## src/rtl/guard_pkg.sv

```systemverilog
package guard_pkg;
  localparam int BRIDGES = 2;

  // control -> timers
  typedef struct packed {
    logic               holdOff;   // clear every timer this cycle
    logic [BRIDGES-1:0] tripped;   // bridge is in its retry window
  } ctlStrobe_t;

  // timers -> control
  typedef struct packed {
    logic               wakeReady; // wake-up delay complete after this edge
    logic [BRIDGES-1:0] dgHit;     // overcurrent survived the deglitch window
    logic [BRIDGES-1:0] rtEnd;     // retry window ends at this edge
  } dpStrobe_t;
endpackage

```

## src/rtl/guard_timers.sv

```systemverilog
module guard_timers
  import guard_pkg::*;
#(
  parameter int DEGLITCH_CYC = 32,
  parameter int RETRY_CYC    = 40000,
  parameter int WAKE_CYC     = 20000
) (
  input  logic               clk,
  input  ctlStrobe_t         ctl,
  input  logic [BRIDGES-1:0] ocRaw,
  output dpStrobe_t          st
);
  localparam int SPAN = (DEGLITCH_CYC > RETRY_CYC) ? DEGLITCH_CYC : RETRY_CYC;
  localparam int CW   = $clog2(SPAN + 1);
  localparam int WW   = $clog2(WAKE_CYC + 1);

  logic [WW-1:0] wakeCnt;

  always_ff @(posedge clk) begin
    if (ctl.holdOff)                  wakeCnt <= '0;
    else if (wakeCnt != WW'(WAKE_CYC)) wakeCnt <= wakeCnt + WW'(1);
  end

  assign st.wakeReady = !ctl.holdOff && (wakeCnt >= WW'(WAKE_CYC - 1));

  for (genvar i = 0; i < BRIDGES; i++) begin : g_br
    logic [CW-1:0] cnt;
    logic          hit;
    logic          fin;

    assign hit = !ctl.tripped[i] && ocRaw[i] && (cnt == CW'(DEGLITCH_CYC - 1));
    assign fin =  ctl.tripped[i] && (cnt == CW'(RETRY_CYC - 1));
    assign st.dgHit[i] = hit && !ctl.holdOff;
    assign st.rtEnd[i] = fin;

    always_ff @(posedge clk) begin
      if (ctl.holdOff)         cnt <= '0;
      else if (ctl.tripped[i]) cnt <= fin ? '0 : cnt + CW'(1);
      else if (ocRaw[i])       cnt <= hit ? '0 : cnt + CW'(1);
      else                     cnt <= '0;
    end
  end
endmodule

```

## src/rtl/guard_ctrl.sv

```systemverilog
module guard_ctrl
  import guard_pkg::*;
(
  input  logic               clk,
  input  logic               rst_n,
  input  logic               runReq,
  input  logic               uvFlag,
  input  logic               otFlag,
  input  dpStrobe_t          st,
  output ctlStrobe_t         ctl,
  output logic [BRIDGES-1:0] bridgeEn,
  output logic               logicRst,
  output logic               faultN
);
  logic               holdOff;
  logic [BRIDGES-1:0] tripQ;
  logic [BRIDGES-1:0] tripNext;

  // sleep masks undervoltage; power-on reset behaves like sleep
  assign holdOff     = !rst_n || !runReq || uvFlag;
  assign ctl.holdOff = holdOff;
  assign ctl.tripped = tripQ;

  always_comb begin
    for (int i = 0; i < BRIDGES; i++) begin
      if (holdOff)       tripNext[i] = 1'b0;
      else if (tripQ[i]) tripNext[i] = !st.rtEnd[i];
      else               tripNext[i] = st.dgHit[i];
    end
  end

  always_ff @(posedge clk) tripQ <= tripNext;

  always_ff @(posedge clk) begin
    if (!rst_n || !runReq) begin
      bridgeEn <= '0;
      logicRst <= 1'b1;
      faultN   <= 1'b1;
    end else if (uvFlag) begin
      bridgeEn <= '0;
      logicRst <= 1'b1;
      faultN   <= 1'b0;
    end else begin
      bridgeEn <= {BRIDGES{st.wakeReady && !otFlag}} & ~tripNext;
      logicRst <= 1'b0;
      faultN   <= !(otFlag || (|tripNext));
    end
  end
endmodule

```

## src/rtl/bridge_guard.sv

```systemverilog
module bridge_guard
  import guard_pkg::*;
#(
  parameter int DEGLITCH_CYC = 32,
  parameter int RETRY_CYC    = 40000,
  parameter int WAKE_CYC     = 20000
) (
  input  logic               clk,
  input  logic               rst_n,
  input  logic               runReq,
  input  logic               uvFlag,
  input  logic               otFlag,
  input  logic [BRIDGES-1:0] ocRaw,
  output logic [BRIDGES-1:0] bridgeEn,
  output logic               logicRst,
  output logic               faultN
);
  ctlStrobe_t ctl;
  dpStrobe_t  st;

  guard_timers #(
    .DEGLITCH_CYC(DEGLITCH_CYC),
    .RETRY_CYC   (RETRY_CYC),
    .WAKE_CYC    (WAKE_CYC)
  ) u_timers (
    .clk  (clk),
    .ctl  (ctl),
    .ocRaw(ocRaw),
    .st   (st)
  );

  guard_ctrl u_ctrl (
    .clk     (clk),
    .rst_n   (rst_n),
    .runReq  (runReq),
    .uvFlag  (uvFlag),
    .otFlag  (otFlag),
    .st      (st),
    .ctl     (ctl),
    .bridgeEn(bridgeEn),
    .logicRst(logicRst),
    .faultN  (faultN)
  );
endmodule

```

## config.mk

```make
export PLATFORM = sky130hd
export DESIGN_NAME = bridge_guard
export DESIGN_NICKNAME = d
export VERILOG_FILES = /design/src/rtl/guard_pkg.sv /design/src/rtl/guard_timers.sv /design/src/rtl/guard_ctrl.sv /design/src/rtl/bridge_guard.sv
export SDC_FILE = /design/constraint.sdc
export NUM_CORES = 1
export LEC_CHECK = 0
export CORE_ASPECT_RATIO = 1.4
export CORE_UTILIZATION = 50
export DETAILED_ROUTE_END_ITERATION = 6
export PLACE_DENSITY = 0.68
export SETUP_SLACK_MARGIN = 0.5
export SKIP_CTS_REPAIR_TIMING = 1
export SYNTH_ARGS = -nofsm -noshare
export SYNTH_HDL_FRONTEND = slang
export SYNTH_SLANG_ARGS = --single-unit
```

## constraint.sdc

```tcl
create_clock -name clk -period 3 [get_ports clk]
set_input_delay 0.3 -clock clk [delete_from_list [all_inputs] [get_ports clk]]
set_output_delay 0.3 -clock clk [all_outputs]
set_load 0.02 [all_outputs]
```

==> insert_results.sql, run 1 <==
INSERT INTO impl_metrics (metric_group, metric, value, unit) VALUES
('clocking', 'cts_num_sinks', '53', ''),
('die', 'core_area', '4340', 'sq um'),
('route', 'detailroute.via_count', '1715', ''),
('timing', 'setup_total_negative_slack', '0', 'ns'),
('die', 'top_level_ports', '11', ''),
('placed_design', 'place_inst', '329', ''),
('route', 'avgRoutedWirePerCell', '11.0', 'um'),
('yosys', 'synth.distinct_cells', '37', ''),
('worst_setup_path', 'critPathArrivalTime', '2.22', 'ns'),
('route', 'drc', '0', ''),
('worst_setup_path', 'critical_path_required', '3.23', 'ns'),
('yosys', 'synth_fp_nets', '276', ''),
('grt', 'grt_pass1_vias', '1574', ''),
('die', 'chipWidth', '59.6', 'um'),
('yosys', 'synth_enable_flop_cells', '0', ''),
('yosys', 'synth_seq_area_share', '45.7', '%'),
('yosys', 'ys_top_cells_by_count', '63 x sky130_fd_sc_hd__nor2_1, 53 x sky130_fd_sc_hd__dfxtp_1, 21 x sky130_fd_sc_hd__xnor2_1', ''),
('placed_design', 'dp_hpwl', '2640', 'um'),
('cells_and_area', 'multiInputGateArea', '1170', 'sq um'),
('grt', 'grt_max_degree', '19', ''),
('route', 'tritonroute_pass_1_iters', '4', ''),
('placed_design', 'routability_cong', '0.871', ''),
('grt', 'grt_util_all_layers', '17.4', '%'),
('die', 'die_area', '4920', 'sq um'),
('timing', 'slew_viol_final', '0', ''),
('clocking', 'clock_tree.root_cell', 'sky130_fd_sc_hd__clkbuf_8', ''),
('timing', 'setup_viol', '0', ''),
('yosys', 'async_reset_ff_share', '0', '%'),
('timing', 'final.min_clock_period', '1.98', 'ns'),
('route', 'wirelength_routed', '3700', 'um'),
('yosys', 'mappedNetlistArea', '2320', 'sq um'),
('outcome', 'status', 'finished, final reports clean', ''),
('grt', 'grt_first_pass_wirelength', '6580', 'um'),
('flow_run', 'cap_viol_max_count', '0', ''),
('clocking', 'clockBufferDepth', '2', ''),
('route', 'antenna_left', '0', ''),
('timing', 'rsz_0062_raised_after_global_routing', 'no', ''),
('yosys', 'synth_most_common_cell', 'sky130_fd_sc_hd__nor2_1', ''),
('route', 'first_iter_violations', '82', ''),
('worst_setup_path', 'critPathCaptureType', 'flip-flop', ''),
('worst_setup_path', 'critical_path.max_fanout', '16', ''),
('clocking', 'tritoncts.num_buffers', '5', ''),
('worst_setup_path', 'crit_type', 'reg2reg', ''),
('cells_and_area', 'drive_above_1_share', '4.69', '%'),
('grt', 'grt_antenna_before_repair', '0', ''),
('yosys', 'ys_top_cells_by_area', 'sky130_fd_sc_hd__dfxtp_1 46%, sky130_fd_sc_hd__nor2_1 10%, sky130_fd_sc_hd__xnor2_1 7.9%, sky130_fd_sc_hd__xor2_1 7.6%, sky130_fd_sc_hd__nand4_1 4.0%', ''),
('power', 'power-per-cell-area', '477', 'nW/um^2'),
('timing', 'worst_clock_skew', '0.0118', 'ns'),
('cells_and_area', 'instances_no_fill', '337', ''),
('die', 'rows', '28', ''),
('yosys', 'synth_largest_area_cell', 'sky130_fd_sc_hd__dfxtp_1', ''),
('power', 'ir_worst_vdd', '376', 'uV'),
('clocking', 'path_clk_slew', '0.09', 'ns'),
('worst_setup_path', 'critical_path.startpoint_type', 'flip-flop', ''),
('cells_and_area', 'layout.filler_cells', '424', ''),
('yosys', 'synth_top_area_share', '45.7', '%'),
('timing', 'tightestPinTransition', '0.529', 'ns'),
('grt', 'globalRouteOverflowTotal', '0', ''),
('die', 'floorplan.initialDensity', '53.4', '%'),
('placed_design', 'port_buffers', '10', ''),
('clocking', 'cts_max_level', '2', ''),
('cells_and_area', 'seq_area', '1060', 'sq um'),
('timing', 'slew_headroom', '64.7', '%'),
('yosys', 'ys_dominant_reg_cell', 'sky130_fd_sc_hd__dfxtp_1', ''),
('timing', 'final-hold-violation-count', '0', ''),
('cells_and_area', 'antenna-diode-count', '0', ''),
('yosys', 'syn-instance-count', '265', ''),
('yosys', 'avgSynthCellArea', '8.75', 'sq um'),
('worst_hold_path', 'timing.hold.worst.class', 'reg2reg', ''),
('yosys', 'postSynthRegisterBits', '53', ''),
('cells_and_area', 'num-nets-final', '287', ''),
('timing', 'fmaxAchievable', '0.504', 'GHz'),
('power', 'p_leak', '0.000859', 'uW'),
('clocking', 'clock_insertion_delay_worst_skew', '0.30', 'ns'),
('timing', 'final_worst_path_period_share', '66.1', '%'),
('cells_and_area', 'area_growth', '10.4', '%'),
('clocking', 'cts_tree', 'yes', ''),
('die', 'fp.dieH', '82.6', 'um'),
('yosys', 'ys.warnings.count', '0', ''),
('route', 'route.detailed.vias_per_inst', '5.09', '');
-- cell usage in the layout (no fill, tap or decap), types with 3 or more instances in the layout --
master | Yosys | routed
sky130_fd_sc_hd__nor2_1 | 63 | 63
sky130_fd_sc_hd__dfxtp_1 | 53 | 53
sky130_fd_sc_hd__xnor2_1 | 21 | 21
sky130_fd_sc_hd__xor2_1 | 20 | 20
sky130_fd_sc_hd__nand4_1 | 15 | 15
sky130_fd_sc_hd__nand2_1 | 14 | 14
sky130_fd_sc_hd__nand3_1 | 13 | 13
sky130_fd_sc_hd__and3_1 | 10 | 10
sky130_fd_sc_hd__clkdlybuf4s50_1 | 0 | 10
sky130_fd_sc_hd__inv_1 | 9 | 9
sky130_fd_sc_hd__nor3_1 | 7 | 7
sky130_fd_sc_hd__clkbuf_8 | 0 | 6
sky130_fd_sc_hd__ha_1 | 4 | 4
sky130_fd_sc_hd__nor4_1 | 3 | 3
-- per-stage QoR --
step                      cell area (sq um)  hold WS (ns)  setup slack, ns  total power, uW  utilization [%]
after floorplan                        2320         0.426             1.20              740                -
after global placement                 2440         0.441            0.906              752             56.3
after detailed placement               2440         0.453            0.852              752             56.3
after CTS                              2560         0.472            0.955             1240             59.0
after global routing                   2560         0.504            0.855             1280             59.0
final                                  2560         0.467             1.02             1220             59.0
-- per-layer routing --
layer  track usage (%)  wire length, um  share of wire [%]
met2              29.6             1750                 47
met5                 0                0                  0
met3              5.45              150                4.1
met4              5.58               55                1.5
met1              20.7             1740                 47
-- path summary, 6_finish.rpt --
| check | start | end | slack, ns | cells past startpoint |
|---|---|---|---|---|
| worst max-delay path | u_timers.g_br[1].cnt[0] | u_timers.g_br[1].cnt[6] | 1.02 | 6 |
| worst min-delay path | u_timers.g_br[1].cnt[0] | u_timers.g_br[1].cnt[0] | 0.47 | 1 |
| worst max register to register | u_timers.g_br[1].cnt[0] | u_timers.g_br[1].cnt[6] | 1.02 | 6 |
| worst min register to register | u_timers.g_br[1].cnt[0] | u_timers.g_br[1].cnt[0] | 0.47 | 1 |
-- worst max-delay path: stages (launching register included) --
cell and delay [ns]:
sky130_fd_sc_hd__dfxtp_1 0.34, sky130_fd_sc_hd__ha_1 0.23, sky130_fd_sc_hd__and3_4 0.17, sky130_fd_sc_hd__and3_4 0.19
sky130_fd_sc_hd__a31oi_1 0.18, sky130_fd_sc_hd__or3b_1 0.61, sky130_fd_sc_hd__nor2_1 0.21
-- layout make-up --
class / instances / share of cell area (%)
Clock inverter: 1 / 1.17
Multi-Input combinational cell: 196 / 45.6
Inverter: 9 / 1.32
Sequential cell: 53 / 41.4
Timing Repair Buffer: 11 / 4.20
Clock buffer: 7 / 3.37
Tap cell: 60 / 2.93
-- cells by family (layout without fill, tap and decap cells) --
group                      Yosys count  count (layout)  share of synthesized area, %
AOI/OAI and AO/OA                   10              10                          2.86
xor gates and xnor gates            41              41                          15.5
adders and majority gates            4               4                          2.16
buffers and inverters               16              28                          3.94
DFF                                 53              53                          45.7
muxes                                1               1                         0.432
and+or+nand+nor                    140             140                          29.4
-- report_power, final --
part / total, uW / leakage (uW) / switching, uW / internal, uW
sequential: 708 / 0.000427 / 2.03 / 706
clock: 488 / 0.0000585 / 216 / 272
combinational: 27.2 / 0.000373 / 13.3 / 13.9
-- state kept, by name, indices dropped and copies added, names as in the netlist --
register	cells
u_ctrl.faultN	1
u_timers.wakeCnt	15
u_ctrl.logicRst	1
u_ctrl.bridgeEn	2
u_ctrl.tripQ	2
u_timers.g_br.cnt	32
(Power assumes the default switching activity.)
==> run 2, diff against run 1 <==
==> constraint.sdc (replaced) <==
create_clock -name clk -period 1.85 [get_ports clk]
set_input_delay 0.185 -clock clk [delete_from_list [all_inputs] [get_ports clk]]
set_output_delay 0.185 -clock clk [all_outputs]
set_load 0.02 [all_outputs]
==> run 2 against run 1 <==
  * Sequential cell count unchanged
  * Cell count increased by 2.4%
  * Register-to-register slack got worse by 0.87 ns
  * Clock power increased by 30%
==> insert_results.sql, run 2 (synthesis results as in run 1) <==
INSERT INTO impl_metrics (metric_group, metric, value, unit) VALUES
('worst_setup_path', 'critical_path_required', '2.09', 'ns'),
('worst_setup_path', 'critPathCaptureType', 'flip-flop', ''),
('placed_design', 'place_inst', '331', ''),
('route', 'drc', '0', ''),
('timing', 'worst_clock_skew', '0.00790', 'ns'),
('route', 'tritonroute_pass_1_iters', '4', ''),
('worst_setup_path', 'crit_type', 'reg2reg', ''),
('placed_design', 'port_buffers', '10', ''),
('cells_and_area', 'design_area', '2800', 'sq um'),
('placed_design', 'dp_hpwl', '2740', 'um'),
('die', 'die_area', '4920', 'sq um'),
('timing', 'final.hold.worst_slack', '0.447', 'ns'),
('die', 'top_level_ports', '11', ''),
('route', 'avgRoutedWirePerCell', '11.9', 'um'),
('worst_setup_path', 'critical_path.startpoint_type', 'flip-flop', ''),
('route', 'wirelength_routed', '4110', 'um'),
('timing', 'post-route-worst-setup-slack', '0.143', 'ns'),
('worst_setup_path', 'cp_cell_sequence', 'ha_4, and3_4, and3_4, a31oi_2, or3b_1, buf_6, nor2_1', ''),
('route', 'maxUsedRoutingLayer', 'met4', ''),
('worst_setup_path', 'timing.critical_path.max_delay_family', 'simple AND/OR/NAND/NOR gates', ''),
('worst_setup_path', 'crit_path_max_incr_delay', '0.37', 'ns'),
('clocking', 'clockBufferDepth', '2', ''),
('outcome', 'status', 'finished, final reports clean', ''),
('clocking', 'clock_insertion_delay_worst_skew', '0.30', 'ns'),
('worst_setup_path', 'critPathArrivalTime', '1.95', 'ns'),
('worst_setup_path', 'critical_path.slowest_cell', 'sky130_fd_sc_hd__or3b_1', ''),
('route', 'met3RoutedLength', '133', 'um'),
('placed_design', 'placedInstanceArea', '2510', 'sq um'),
('timing', 'final_worst_path_period_share', '92.3', '%'),
('timing', 'slew_headroom', '73.1', '%'),
('die', 'rows', '28', ''),
('cells_and_area', 'largest_reg_flops', '32', ''),
('cells_and_area', 'layout_common_cells', '51 x sky130_fd_sc_hd__nor2_1, 41 x sky130_fd_sc_hd__dfxtp_1, 20 x sky130_fd_sc_hd__xor2_1, 20 x sky130_fd_sc_hd__xnor2_1, 15 x sky130_fd_sc_hd__nand4_1', ''),
('grt', 'globalRouteOverflowTotal', '0', ''),
('clocking', 'cts_num_sinks', '53', ''),
('route', 'route.detailed.vias_per_inst', '5.14', ''),
('grt', 'grt_antenna_before_repair', '0', ''),
('cells_and_area', 'instances_no_fill', '345', ''),
('timing', 'setup_viol', '0', ''),
('cells_and_area', 'fin_util', '64.5', '%'),
('clocking', 'tritoncts.num_buffers', '5', ''),
('flow_run', 'cap_viol_max_count', '0', ''),
('timing', 'rsz_0062_raised_after_global_routing', 'yes', ''),
('worst_setup_path', 'critical_path_buf_inv_count', '1', ''),
('die', 'floorplan.initialDensity', '53.4', '%'),
('worst_setup_path', 'critical_path.max_fanout', '16', ''),
('route', 'first_iter_violations', '89', ''),
('timing', 'tightestPinTransition', '0.401', 'ns'),
('grt', 'grt_pass1_vias', '1649', ''),
('grt', 'grt_max_degree', '19', ''),
('cells_and_area', 'antenna-diode-count', '0', ''),
('clocking', 'cts_max_level', '2', ''),
('timing', 'final-hold-violation-count', '0', ''),
('cells_and_area', 'regMostFlops', 'u_timers.g_br.cnt', ''),
('worst_hold_path', 'timing.hold.worst.class', 'reg2reg', ''),
('timing', 'slew_viol_final', '0', ''),
('power', 'power-per-cell-area', '651', 'nW/um^2'),
('cells_and_area', 'final_common_cell', 'sky130_fd_sc_hd__nor2_1', ''),
('route', 'm1WireLength', '1880', 'um'),
('power', 'ir_worst_vdd', '672', 'uV'),
('grt', 'grt_first_pass_wirelength', '6770', 'um'),
('worst_setup_path', 'critPathMostFrequentCell', 'sky130_fd_sc_hd__and3_4', ''),
('power', 'p_leak', '0.000967', 'uW'),
('route', 'antenna_left', '0', ''),
('cells_and_area', 'area_growth', '20.8', '%'),
('cells_and_area', 'drive_above_1_share', '21.4', '%'),
('placed_design', 'dp_slack', '-0.0279', 'ns'),
('die', 'fp.dieH', '82.6', 'um'),
('cells_and_area', 'registers_with_the_most_flip_flops', 'u_timers.g_br.cnt (32), u_timers.wakeCnt (15)', ''),
('clocking', 'clock_tree.root_cell', 'sky130_fd_sc_hd__clkbuf_8', ''),
('timing', 'final.min_clock_period', '1.71', 'ns'),
('die', 'chipWidth', '59.6', 'um'),
('timing', 'fmaxAchievable', '0.586', 'GHz'),
('route', 'detailroute.via_count', '1774', ''),
('route', 'met2_length', '2030', 'um'),
('clocking', 'path_clk_slew', '0.09', 'ns'),
('grt', 'grt_util_all_layers', '17.7', '%'),
('clocking', 'cts_tree', 'yes', ''),
('die', 'core_area', '4340', 'sq um'),
('placed_design', 'routability_cong', '0.766', ''),
('cells_and_area', 'num-nets-final', '295', '');
## run 2: cell count changes in the layout (fill, tap and decap cells not counted), sizes merged, moves of 2 or more
| cell | previous run | this run |
|---|---|---|
| buf | 1 | 8 |
| clkdlybuf4s50 | 10 | 6 |
| clkbuf | 7 | 5 |
| clkinv | 0 | 2 |
| dlymetal6s2s | 0 | 4 |
## run 2: area by class of cell
cell class                 instances  area, sq um
sequential                        53         1090
tap                               60         75.1
clock buffer                       5         68.8
fill                             383         1540
clock inverter                     3         17.5
multi-input combinational        197         1340
timing repair buffer              18          174
inverter                           9         33.8
## run 2: worst paths after layout
| path | start | to | slack, ns | cells after the start |
|---|---|---|---|---|
| hold / removal | u_timers.g_br[0].cnt[0] | u_timers.g_br[0].cnt[0] | 0.45 | 1 |
| hold reg to reg | u_timers.g_br[0].cnt[0] | u_timers.g_br[0].cnt[0] | 0.45 | 1 |
| setup reg to reg | u_timers.g_br[1].cnt[0] | u_timers.g_br[1].cnt[3] | 0.14 | 7 |
| setup / recovery | u_timers.g_br[1].cnt[0] | u_timers.g_br[1].cnt[3] | 0.14 | 7 |
## run 2: metrics by stage
step	total power, uW	setup TNS, ns
after floorplan	1200	0
after global placement	1220	0
after detailed placement	1220	-0.197
after CTS	1840	0
after global routing	1910	0
final	1820	0
## run 2: metal layers
layer / vias to the layer above / GRT usage, %
met3: 9 / 4.36
li1: 922 / -
met1: 814 / 20.9
met2: 29 / 30.9
met5: - / 0
met4: 0 / 6.05
## run 2: power by group
group | internal (uW) | switching [uW] | total [uW] | leakage, uW
registers | 1140 | 3.84 | 1140 | 0.000435
clock network | 262 | 371 | 633 | 0.0000439
logic | 26.1 | 25.8 | 51.9 | 0.000488
total | 1420 | 401 | 1820 | 0.000967
## run 2: worst reg2reg max path, delay by kind of cell, from the launching register on
| kind | cells | cell delay, ns |
|---|---|---|
| buffers and inverters | 1 | 0.17 |
| AND/OR/NAND/NOR | 4 | 0.83 |
| flip-flops | 1 | 0.36 |
| AO/OA/AOI/OAI | 1 | 0.13 |
| adder cells (fa/ha/maj) | 1 | 0.16 |
